File: config.mk
export PLATFORM = sky130hd
export DESIGN_NAME = qenc_top
export DESIGN_NICKNAME = d
export VERILOG_FILES = /design/src/rtl/qenc_pkg.sv /design/src/rtl/qenc_input_cond.sv /design/src/rtl/qenc_step_decode.sv /design/src/rtl/qenc_wrap_counter.sv /design/src/rtl/qenc_top.sv
export SDC_FILE = /design/constraint.sdc
export NUM_CORES = 1
export LEC_CHECK = 0
export BUFFER_PORTS_ARGS = -buffer_cell sky130_fd_sc_hd__buf_2
export CORE_ASPECT_RATIO = 0.5
export CORE_MARGIN = 5
export CORE_UTILIZATION = 55
export CTS_BUF_LIST = sky130_fd_sc_hd__clkbuf_8 sky130_fd_sc_hd__clkbuf_16
export CTS_CLUSTER_DIAMETER = 40
export CTS_CLUSTER_SIZE = 10
export DETAILED_ROUTE_END_ITERATION = 8
export HOLD_SLACK_MARGIN = 0.1
export PLACE_DENSITY = 0.81
export SLEW_MARGIN = 30
export SYNTH_ARGS = -nofsm -noshare
export SYNTH_HDL_FRONTEND = slang
export SYNTH_SLANG_ARGS = --single-unit
File: constraint.sdc
create_clock -name clk -period 2.8 [get_ports clk]
set_input_delay 0 -clock clk [delete_from_list [all_inputs] [get_ports clk]]
set_output_delay 0 -clock clk [all_outputs]
set_load 0.05 [all_outputs]
File: src/rtl/qenc_pkg.sv
package qenc_pkg;

    typedef enum logic [1:0] {
        MODE_A_ONLY = 2'b00,
        MODE_B_ONLY = 2'b01,
        MODE_BOTH   = 2'b10,
        MODE_BOTH_X = 2'b11
    } enc_mode_e;

    typedef struct packed {
        logic valid;   // a counted edge this cycle
        logic up;      // its direction
        logic bad;     // both channels moved together
    } step_t;

    // Direction of an edge: an A edge counts up when A and B now differ,
    // a B edge counts up when A and B now agree.
    function automatic logic edge_is_up(input logic from_a, input logic a, input logic b);
        return from_a ? (a ^ b) : ~(a ^ b);
    endfunction

endpackage

File: src/rtl/qenc_input_cond.sv
module qenc_input_cond #(
    parameter int FILT_W = 4
) (
    input  logic              clk,
    input  logic              rst,
    input  logic              pin,
    input  logic              inv,
    input  logic [FILT_W-1:0] filt_len,
    output logic              lvl
);
    logic              sync1, sync2;
    logic              held;
    logic [FILT_W-1:0] run;

    // Synchroniser: no reset needed, it only carries the pin.
    always_ff @(posedge clk) begin
        sync1 <= pin ^ inv;
        sync2 <= sync1;
    end

    always_ff @(posedge clk) begin
        if (rst) begin
            held <= sync2;
            run  <= '0;
        end else if (sync2 == held) begin
            run <= '0;
        end else if (filt_len == '0 || ({1'b0, run} + 1'b1) >= {1'b0, filt_len}) begin
            held <= sync2;
            run  <= '0;
        end else begin
            run <= run + 1'b1;
        end
    end

    assign lvl = (filt_len == '0) ? sync2 : held;


    filter_hold_chk: assert property (@(posedge clk) disable iff (rst)
        (filt_len != '0 && $past(filt_len) != '0 && held != $past(held)) |-> (held == $past(sync2)));

endmodule

File: src/rtl/qenc_step_decode.sv
module qenc_step_decode
    import qenc_pkg::*;
(
    input  logic      clk,
    input  logic      rst,
    input  logic      a_lvl,
    input  logic      b_lvl,
    input  logic      en,
    input  logic [1:0] mode,
    output step_t     step
);
    logic      prev_a, prev_b;
    logic      chg_a, chg_b, use_a, use_b;
    enc_mode_e md;

    always_ff @(posedge clk) begin
        prev_a <= a_lvl;
        prev_b <= b_lvl;
        if (rst) begin
            prev_a <= a_lvl;
            prev_b <= b_lvl;
        end
    end

    always_comb begin
        md    = enc_mode_e'(mode);
        chg_a = a_lvl ^ prev_a;
        chg_b = b_lvl ^ prev_b;
        use_a = (md != MODE_B_ONLY);
        use_b = (md != MODE_A_ONLY);
        step.bad   = en & chg_a & chg_b;
        step.valid = en & ~(chg_a & chg_b) & ((chg_a & use_a) | (chg_b & use_b));
        step.up    = edge_is_up(chg_a, a_lvl, b_lvl);
    end

endmodule

File: src/rtl/qenc_wrap_counter.sv
module qenc_wrap_counter
    import qenc_pkg::*;
#(
    parameter int CNT_W = 16
) (
    input  logic             clk,
    input  logic             rst,
    input  step_t            step,
    input  logic             load,
    input  logic [CNT_W-1:0] load_val,
    input  logic [CNT_W-1:0] arr,
    input  logic             flag_clr,
    output logic [CNT_W-1:0] count,
    output logic             dir_up,
    output logic             upd_flag,
    output logic             err_flag
);
    logic             wrap;
    logic [CNT_W-1:0] next_cnt;

    always_comb begin
        wrap     = 1'b0;
        next_cnt = count;
        if (step.valid && !load) begin
            if (step.up) begin
                wrap     = (count == arr);
                next_cnt = wrap ? '0 : count + 1'b1;
            end else begin
                wrap     = (count == '0);
                next_cnt = wrap ? arr : count - 1'b1;
            end
        end
    end

    always_ff @(posedge clk) begin
        if (rst) begin
            count    <= '0;
            dir_up   <= 1'b1;
            upd_flag <= 1'b0;
            err_flag <= 1'b0;
        end else begin
            count <= load ? load_val : next_cnt;
            if (step.valid && !load) dir_up <= step.up;
            if (wrap)          upd_flag <= 1'b1;
            else if (flag_clr) upd_flag <= 1'b0;
            if (step.bad)      err_flag <= 1'b1;
            else if (flag_clr) err_flag <= 1'b0;
        end
    end


    wrap_up_chk: assert property (@(posedge clk) disable iff (rst)
        (step.valid && step.up && !load && count == arr) |=> (count == '0 && upd_flag));

    wrap_down_chk: assert property (@(posedge clk) disable iff (rst)
        (step.valid && !step.up && !load && count == '0) |=> (count == $past(arr) && upd_flag));

    bad_hold_chk: assert property (@(posedge clk) disable iff (rst)
        (step.bad && !load) |=> ($stable(count) && err_flag));

    load_chk: assert property (@(posedge clk) disable iff (rst)
        load |=> (count == $past(load_val)));

    upd_sticky_chk: assert property (@(posedge clk) disable iff (rst)
        (upd_flag && !flag_clr) |=> upd_flag);

    idle_hold_chk: assert property (@(posedge clk) disable iff (rst)
        (!step.valid && !load) |=> $stable(count));

endmodule

File: src/rtl/qenc_top.sv
module qenc_top
    import qenc_pkg::*;
#(
    parameter int CNT_W  = 16,
    parameter int FILT_W = 4
) (
    input  logic              clk,
    input  logic              rst,
    input  logic              enc_a,
    input  logic              enc_b,
    input  logic              inv_a,
    input  logic              inv_b,
    input  logic [1:0]        mode,
    input  logic [FILT_W-1:0] filt_len,
    input  logic              en,
    input  logic              load,
    input  logic [CNT_W-1:0]  load_val,
    input  logic [CNT_W-1:0]  arr,
    input  logic              flag_clr,
    output logic [CNT_W-1:0]  count,
    output logic              dir_up,
    output logic              upd_flag,
    output logic              err_flag
);
    localparam int NCH = 2;

    logic [NCH-1:0] pins, invs, lvls;
    step_t          step;

    assign pins = {enc_b, enc_a};
    assign invs = {inv_b, inv_a};

    for (genvar ch = 0; ch < NCH; ch++) begin : g_chan
        qenc_input_cond #(.FILT_W(FILT_W)) u_cond (
            .clk      (clk),
            .rst      (rst),
            .pin      (pins[ch]),
            .inv      (invs[ch]),
            .filt_len (filt_len),
            .lvl      (lvls[ch])
        );
    end

    qenc_step_decode u_dec (
        .clk   (clk),
        .rst   (rst),
        .a_lvl (lvls[0]),
        .b_lvl (lvls[1]),
        .en    (en),
        .mode  (mode),
        .step  (step)
    );

    qenc_wrap_counter #(.CNT_W(CNT_W)) u_cnt (
        .clk      (clk),
        .rst      (rst),
        .step     (step),
        .load     (load),
        .load_val (load_val),
        .arr      (arr),
        .flag_clr (flag_clr),
        .count    (count),
        .dir_up   (dir_up),
        .upd_flag (upd_flag),
        .err_flag (err_flag)
    );

endmodule

======== Word-level counts from Yosys, hierarchy flattened ========
Index checks and enable logic that the tools add are counted.
Widths: inputs -> output; s select.
storage, ports and cells
  bits in registers ....................... 35
  word-level logic and storage cells ...... 78
  output and inout port bits .............. 19
operators by class
  magnitude comparators ................... 2
  equality and inequality tests ........... 6
  add/sub/neg operators ................... 6
  multiplexer cells ....................... 19
  bitwise logic cells ..................... 15
  reduce and logical (&&, ||, !) cells .... 16
operator list
  kind                   count
  $mux 16                5
  $add 16x1->16 const B  1
  $eq 16x16->1           1
  $logic_not 16->1       1
  $sub 16x1->16 const B  1
  $mux 1                 14
  $reduce_bool 2->1      6
  $add 4x1->5 const B    2
  $ge 5x4->1             2
  $add 4x1->4 const B    2
  $and 1x1->1            7
  $reduce_or 3->1        2
  $xor 1x1->1            5
  $logic_not 4->1        1
  $ne 2x2->1 const B     2
  $reduce_and 2->1       2
  $eq 1x1->1             2
  $logic_or 1x1->1       2
  $ne 2x1->1 const B     1
  $not 1->1              2
  $logic_and 1x1->1      1
  $logic_not 1->1        1
  $or 1x1->1             1

======== Depth between registers and ports, before layout ========
Gate-level depths: netlist of run 1.
  depth after elaboration ................. 10
  mapped depth ............................ 10

======== Hierarchy ========
Synthesis of run 1 repeated with hierarchy kept, for this count alone.
unflattened totals
  cells, all modules ...................... 360
  area, all modules ....................... 2,874.0 µm²
by module, submodules not included
  module             instances  area an instance (µm²)  seq. area each (µm²)  cells an instance
  qenc_wrap_counter  1          1,989.4                 380.4                 278
  qenc_input_cond    2          389.1                   150.1                 35
  qenc_step_decode   1          106.4                   40.0                  12

======== Worst setup path after synthesis of run 1 ========
Ideal clock, no wire load.
  path type ............................... register -> register
  start point ............................. reg u_cnt.count[0]
  end point ............................... reg u_cnt.count[14]
  buffers on the path ..................... 2
  slack ................................... 0.134 ns
  cell stages (with the launch flop) ...... 11
  setup time .............................. 0.122 ns
  arrival time ............................ 2.544 ns
  period minus slack after synthesis ...... 2.666 ns
  cells stage by stage .................... dfxtp_1 > clkbuf_1 > inv_1 > ha_1 > nor3b_1 > and3_1 > nand3_1 > buf_2 > mux2_2 > a221oi_1 > o21ai_1
between the ends
  word-level cells in the longest chain between the ends .. 5
ends and longest elaborated chain
  item                                   line                                              text
  from (decl)                            qenc_wrap_counter.sv:13                           output logic [CNT_W-1:0] count,
  from (signal assigned)                 qenc_wrap_counter.sv:42                           count <= load ? load_val : next_cnt;
  $sub 16x1->16 (tied with other cells)  qenc_wrap_counter.sv:30                           next_cnt = wrap ? arr : count - 1'b1;
  $mux 16 (on tied branches)             qenc_wrap_counter.sv:30, qenc_wrap_counter.sv:27
  $mux 16 (*)                            qenc_wrap_counter.sv:25                           if (step.up) begin
  $mux 16 (*)                            qenc_wrap_counter.sv:24                           if (step.valid && !load) begin
  $mux 16 (*)                            qenc_wrap_counter.sv:42
Mark *: on every way between the ends. The rest lies on a longest branch, timed or not. The select of a mux whose other input is x is not followed.
A chain may end at the register's enable or synchronous reset.

======== Final worst setup path of run 1 ========
  start point ............................. reg u_cnt.count[11]
  end point ............................... reg u_cnt.count[4]
between the ends
  word-level cells in the longest chain between the ends .. 5
ends and longest elaborated chain
  item                                                     line
  $eq 16x16->1 / $logic_not 16->1 (equally long branches)  qenc_wrap_counter.sv:26, qenc_wrap_counter.sv:29
  $mux 16 (on tied branches)                               qenc_wrap_counter.sv:27, qenc_wrap_counter.sv:30
  $mux 16 (*)                                              qenc_wrap_counter.sv:25
  $mux 16 (*)                                              qenc_wrap_counter.sv:24
  $mux 16 (*)                                              qenc_wrap_counter.sv:42
Marks and branches as above.

==> results of run 1 <==
[metrics by stage]
stage                     total power, uW  setup slack [ps]  util (%)  cells
after detailed placement             1540               246      66.7    484
final                                2060               277      72.8    511
after global routing                 2160               179      72.8    511
after global placement               1510               379      66.7    484
after CTS                            2040               330      72.8    511
after floorplan                      1280               134         -    357
[sequential cells by signal, indices dropped and copies added (netlist names)]
name                 cells
u_cnt.count             16
u_dec.prev_a             1
g_chan.u_cond.run        8
g_chan.u_cond.sync2      2
u_cnt.dir_up             1
u_cnt.upd_flag           1
g_chan.u_cond.sync1      2
u_cnt.err_flag           1
g_chan.u_cond.held       2
u_dec.prev_b             1
[worst min-delay path by stage]
stage	endpoint	slack, ps	cells past startpoint	startpoint
floorplan	g_chan[0].u_cond.sync1	90	1	enc_a
global placement	u_cnt.count[6]	190	3	load_val[6]
detailed placement	g_chan[1].u_cond.sync1	190	2	enc_b
CTS	u_cnt.count[13]	100	4	load_val[13]
global route	u_dec.prev_a	120	3	filt_len[2]
finish	u_cnt.count[13]	110	4	load_val[13]
[power groups by stage]
stage               clock [uW]  combinational, uW  sequential [uW]
detailed placement           0                878              660
finish                     483                931              651
floorplan                    0                572              709
CTS                        487                907              649
global route               515                990              660
global placement             0                861              654
[cells by family after synthesis]
logic type / count (synthesis) / synth area share, %
adders and majority gates: 13 / 5.53
buffers and inverters: 41 / 6.08
and+or+nand+nor: 131 / 24.5
AOI/OAI and AO/OA: 74 / 18.8
muxes: 10 / 3.96
DFF: 35 / 24.5
xor gates and xnor gates: 53 / 16.7
[timing repair]
item,4_1_cts,5_1_grt
hold endpoints to repair,17,0
hold buffers,19,0
resized for setup,0,0
[placed cells by master, fill, tap and decap left out, drive strengths merged, types with 15 or more instances in the layout]
cell type,netlist,layout
buf,11,83
xnor2,37,37
dlygate4sd3,0,19
nor2,27,27
dfxtp,33,33
nor3,22,22
nand2,21,21
inv,15,16
xor2,16,16
nand4,15,15
[metal layers]
metal	part of all wire, %	vias to the layer above
met3	12	24
met4	1.8	0
met2	47	179
met5	0	-
li1	-	1472
met1	39	1457
[layout make-up]
type / instances / area [sq um]
Multi-Input combinational cell: 281 / 2040
Inverter: 15 / 56.3
Sequential cell: 35 / 721
Tap cell: 70 / 87.6
Timing Repair Buffer: 102 / 651
Clock buffer: 5 / 68.8
Clock inverter: 3 / 47.5
Fill cell: 421 / 1370
[critical path, delay by kind of cell (launching register included)]
kind	cells	cell delay [ps]
compound gates	3	770
buf+inv	1	280
flops	1	480
simple gates	3	860
==> metrics.md, run 1 <==
| Metric | Value |
|---|---|
| Outcome | `finished, final reports clean` |
| # IOs | `66` |
| Drt first-iter violations | `365` |
| FF-to-FF Start | `u_cnt.count[11]` |
| Post-route cell area | `0.00367 sq mm` |
| Die footprint | `0.00700 sq mm` |
| Max-cap violations | `0` |
| Pin count of the biggest net entering global routing | `26` |
| Setup violations, final | `0` |
| Yosys warns | `0` |
| Post-Syn Area per Cell | `8.24 sq um` |
| Root Driver | `clkbuf_8` |
| Netlist cell types | `63` |
| Sw frac | `41.8%` |
| Crit path cell chain | `nor4_4 -> and3_1 -> nand3_1 -> buf_4 -> a211oi_1 -> a2111oi_0 -> a2111oi_1` |
| Data arrival, critical path | `2680 ps` |
| Postcts setup bufs | `0` |
| Top cells by count, synth | `xnor2_1 (35), dfxtp_1 (33), nor2_1 (26)` |
| GRT busiest layer | `met2` |
| Crit Path Max Fanout | `12` |
| Main area contributors after synthesis | `dfxtp_1 (22%), xnor2_1 (10%), ha_1 (5.5%), xor2_1 (4.8%), nor3_1 (3.6%)` |
| Crit path from | `u_cnt.count[11]` |
| Initial Utilization | `58.3%` |
| CP max stage cell | `dfxtp_1` |
| H-tree lvl count | `2` |
| Initial antenna violation count | `0` |
| Seq pwr share | `31.5%` |
| Fin crit share | `90.1%` |
| Core Box Area | `0.00504 sq mm` |
| Async S/R FF share, synth | `0%` |
| Antenna cells | `0` |
| Worst reg-to-reg setup slack | `280 ps` |
| DRT Pass-1 Iters | `5` |
| Max Buffers Root-to-Sink | `2` |
| Register area share after synthesis | `24.5%` |
| Critical path class | `flip-flop to flip-flop` |
| Crit path time final | `2520 ps` |
| Total wire length | `9.59 mm` |
| Final hold slack | `114 ps` |
| Die W | `113 um` |
| Max_slew headroom | `36.1%` |
| Share of cells above drive strength 1 | `25.2%` |
| Met2 Use GR | `48.1%` |
| DP HPWL | `6.96 mm` |
| Port Buffers | `65` |
| Most numerous cell in the Yosys netlist | `xnor2_1` |
| Row count | `18` |
| FF-to-FF End | `u_cnt.count[4]` |
| Clock latency on the worst-skew pair | `300 ps` |
| Top achievable clock speed | `396 MHz` |
| Req. time, crit path | `2960 ps` |
| Die Span Y | `61.7 um` |
| Vias in the first global route | `3112` |
| CP endpoint | `u_cnt.count[4]` |
| Yosys top cell area share | `22.5%` |
| Pwr/cell area | `562 mW/mm^2` |
| Synthesized area | `0.00294 sq mm` |
| Routability cong. | `1.02` |
| Via count | `3132` |
| Area after DPL | `0.00337 sq mm` |
| Mapped Cells | `357` |
| Average via count per standard cell | `6.13` |
| Final Hold Viols | `0` |
| Clock Power Share | `23.4%` |
| DR DRC count | `0` |
| P_leak | `0.00159 uW` |
| Final setup TNS | `0 ps` |
| Met3 Usage GRT | `6.67%` |
| Worst-margin pin slew | `955 ps` |
| Per-cell routed wire length | `18.8 um` |
| RSZ-0062 raised after global routing | `no` |
| Skew final | `5.97 ps` |
| Tightest Hold Check Type | `input port to flip-flop` |
| Register-to-Register Path Depth | `7` |
| # clock sinks | `35` |
| Comb pwr share | `45.1%` |
| Grt ovf | `0` |
| Crit. End Element | `flip-flop` |
| CTS tree | `built` |
| Largest area contributor in the netlist | `dfxtp_1` |
| Number of synthesized flops with an enable pin | `2` |
| Syn nets | `417` |
| Ys flop type | `dfxtp_1` |
| Clock-pin slew on the worst setup and hold paths | `80 ps` |
| CTS Buf Count | `5` |
| Final nets | `500` |
| Seq cells post-synth | `35` |
| Worst Setup Start Kind | `flip-flop` |
| Int Power | `1200 uW` |
| Area growth, synth to finish | `24.9%` |
| Total track usage | `27.8%` |
| Routing usage on met1 | `34.8%` |
| Largest stage delay, worst path | `480 ps` |
| First-pass GRT wire length | `15.2 mm` |
| Peak VDD IR | `421 uV` |
| Antenna Nets Post-Route | `0` |
| Final Max Slew Viols | `0` |
| NetSw | `863 uW` |
Power figures use the tool's default switching activity.
==> run 2, diff against run 1 <==
--- a/config.mk
+++ b/config.mk
@@ -18,4 +18,5 @@
 export SLEW_MARGIN = 30
 export SYNTH_ARGS = -nofsm -noshare
 export SYNTH_HDL_FRONTEND = slang
+export SYNTH_HIERARCHICAL = 1
 export SYNTH_SLANG_ARGS = --single-unit
==> run 2 against run 1 <==
Against the previous run:
- first-iteration DRC count down 24%
- combinational power shrank 13%
- core utilization shrank 0.70 points
- via count is 4.9% lower
==> metrics.md, run 2 <==
| Metric | Value |
|---|---|
| Outcome | `finished, final reports clean` |
| Average via count per standard cell | `5.81` |
| Via count | `2979` |
| Peak VDD IR | `275 uV` |
| # IOs | `66` |
| Crit path time final | `2490 ps` |
| Worst-margin pin slew | `697 ps` |
| Seq cells post-synth | `35` |
| P_leak | `0.00150 uW` |
| Final nets | `502` |
| DRT Pass-1 Iters | `7` |
| Fin cells | `513` |
| Vias in the first global route | `2888` |
| Crit path cell chain | `mux2_2 -> xor2_1 -> or2b_1 -> o22ai_1 -> nand2b_1 -> nor3_1 -> o21ai_0 -> or3b_1 -> o211ai_1` |
| Mapped Cells | `360` |
| Postcts setup bufs | `0` |
| Port Buffers | `65` |
| Max Buffers Root-to-Sink | `2` |
| Share of cells above drive strength 1 | `24.6%` |
| Total track usage | `24.6%` |
| Top cells by count, synth | `nor2_1 (35), xnor2_1 (35), dfxtp_1 (33)` |
| Synthesized area | `0.00287 sq mm` |
| CTS Buf Count | `5` |
| Commonest non-fill, non-tap cell in the layout | `buf_2` |
| DP Cell Count | `480` |
| Data arrival, critical path | `2710 ps` |
| Die footprint | `0.00686 sq mm` |
| Per-cell routed wire length | `16.1 um` |
| Fin crit share | `88.9%` |
| Largest Register | `u_cnt/count` |
| Top flop regs | `u_cnt/count (16), g_chan.u_cond/run (8)` |
| Critical path's top delay family | `simple AND/OR/NAND/NOR gates` |
| First-pass GRT wire length | `13.6 mm` |
| Core Box Area | `0.00500 sq mm` |
| Yosys warns | `6` |
| Area growth, synth to finish | `25.5%` |
| Largest stage delay, worst path | `410 ps` |
| Clock-pin slew on the worst setup and hold paths | `80 ps` |
| Row count | `18` |
| H-tree lvl count | `2` |
| Ys flop type | `dfxtp_1` |
| Async S/R FF share, synth | `0%` |
| Root Driver | `clkbuf_8` |
| Total wire length | `8.26 mm` |
| Initial Utilization | `57.5%` |
| Critical path class | `flip-flop to flip-flop` |
| Clock latency on the worst-skew pair | `290 ps` |
| Crit. End Element | `flip-flop` |
| DR DRC count | `0` |
| Pwr/cell area | `506 mW/mm^2` |
| Main area contributors after synthesis | `dfxtp_1 (23%), xnor2_1 (11%), ha_1 (5.7%), nor2_1 (4.6%), xor2_1 (4.6%)` |
| DP HPWL | `5.93 mm` |
| Antenna Nets Post-Route | `0` |
| Drt first-iter violations | `278` |
| RSZ-0062 raised after global routing | `no` |
| Tightest Hold Check Type | `input port to flip-flop` |
| Die W | `112 um` |
| Die Span Y | `61.1 um` |
| CP bufs+invs | `0` |
| Register area share after synthesis | `25.1%` |
| CTS tree | `built` |
| Worst Setup Start Kind | `flip-flop` |
| Yosys top cell area share | `23.0%` |
| # clock sinks | `35` |
| Max_slew headroom | `53.1%` |
| Top achievable clock speed | `402 MHz` |
| CP max stage cell | `edfxtp_1` |
| Number of synthesized flops with an enable pin | `2` |
| Largest area contributor in the netlist | `dfxtp_1` |
| Req. time, crit path | `3020 ps` |
| Final setup TNS | `0 ps` |
| Grt ovf | `0` |
| Fill cells | `419` |
| Final Hold Viols | `0` |
| Final Max Slew Viols | `0` |
| Commonest cells after routing, fill and taps aside | `buf_2 (65), xnor2_1 (35), nor2_1 (35), dfxtp_1 (33), dlygate4sd3_1 (25)` |
| Flip-flop count of the largest register after layout | `16` |
| Max-cap violations | `0` |
| Initial antenna violation count | `0` |
| Antenna cells | `0` |
| Syn nets | `420` |
| Routability cong. | `0.887` |
| Setup violations, final | `0` |
| Crit Path Max Fanout | `5` |
| Skew final | `4.28 ps` |
| Post-Syn Area per Cell | `7.98 sq um` |
| Pin count of the biggest net entering global routing | `36` |
| Netlist cell types | `52` |
==> run 2: worst register-to-register path, cell delays in order, from the launching register on <==
cell and delay (ps):
edfxtp_1 410, mux2_2 320, xor2_1 190, or2b_1 220
o22ai_1 220, nand2b_1 190, nor3_1 270, o21ai_0 120
or3b_1 390, o211ai_1 90
==> run 2: layout make-up <==
type	instances	area, sq um	area share [%]
Clock inverter	2	16.3	0.451
Inverter	21	78.8	2.19
Clock buffer	6	82.6	2.29
Tap cell	70	87.6	2.43
Sequential cell	35	721	20.0
Multi-Input combinational cell	276	1950	54.0
Timing Repair Buffer	103	673	18.7
==> run 2: stage by stage <==
| step | total power [uW] | utilization, % | setup WS [ps] | instance area, sq um | hold slack, ps |
|---|---|---|---|---|---|
| floorplan | 1180 | - | 106 | 2870 | 92.6 |
| global placement | 1350 | 64.9 | 247 | 3250 | 187 |
| detailed placement | 1380 | 64.9 | 147 | 3250 | 196 |
| CTS | 1820 | 71.9 | 193 | 3590 | 105 |
| global route | 1940 | 72.1 | 33.5 | 3610 | 152 |
| finish | 1830 | 72.1 | 310 | 3610 | 119 |
==> run 2: per-layer routing <==
metal  vias to the layer above  global-route usage (%)  routed length (um)
met4                         0                    8.90                 143
met5                         -                       0                   0
met2                       144                    43.7                3930
li1                       1444                       -                   -
met3                        20                    7.26                 831
met1                      1371                    29.2                3360
==> run 2: cell families (layout without fill, tap and decap cells) <==
family	Yosys count	after routing	share of synthesized area, %
simple gates	132	132	26.1
fa+ha+maj	13	13	5.66
compound gates	79	79	19.6
mux	2	2	0.784
buf+inv	49	132	7.57
flops	35	35	25.1
xor+xnor	50	50	15.2
==> run 2: what timing repair did <==
action | CTS | global route
hold buffers | 25 | 0
hold endpoints to repair | 19 | 0
resized for setup | 0 | 1
endpoints found under the setup margin | 0 | 5
==> run 2: final timing paths <==
path	startpoint	endpoint	slack, ps	cells past startpoint
max	g_chan[1].u_cond/held	u_cnt/count[13]	310	9
min	rst	u_cnt/err_flag	120	2
max reg2reg	g_chan[1].u_cond/held	u_cnt/count[13]	310	9
min reg2reg	g_chan[1].u_cond/sync1	g_chan[1].u_cond/sync2	330	0
==> run 2: report_power, final <==
part           total, uW  internal, uW  switching (uW)
logic                811           326             484
registers            614           553            61.0
clock network        401           201             200
total               1830          1080             746
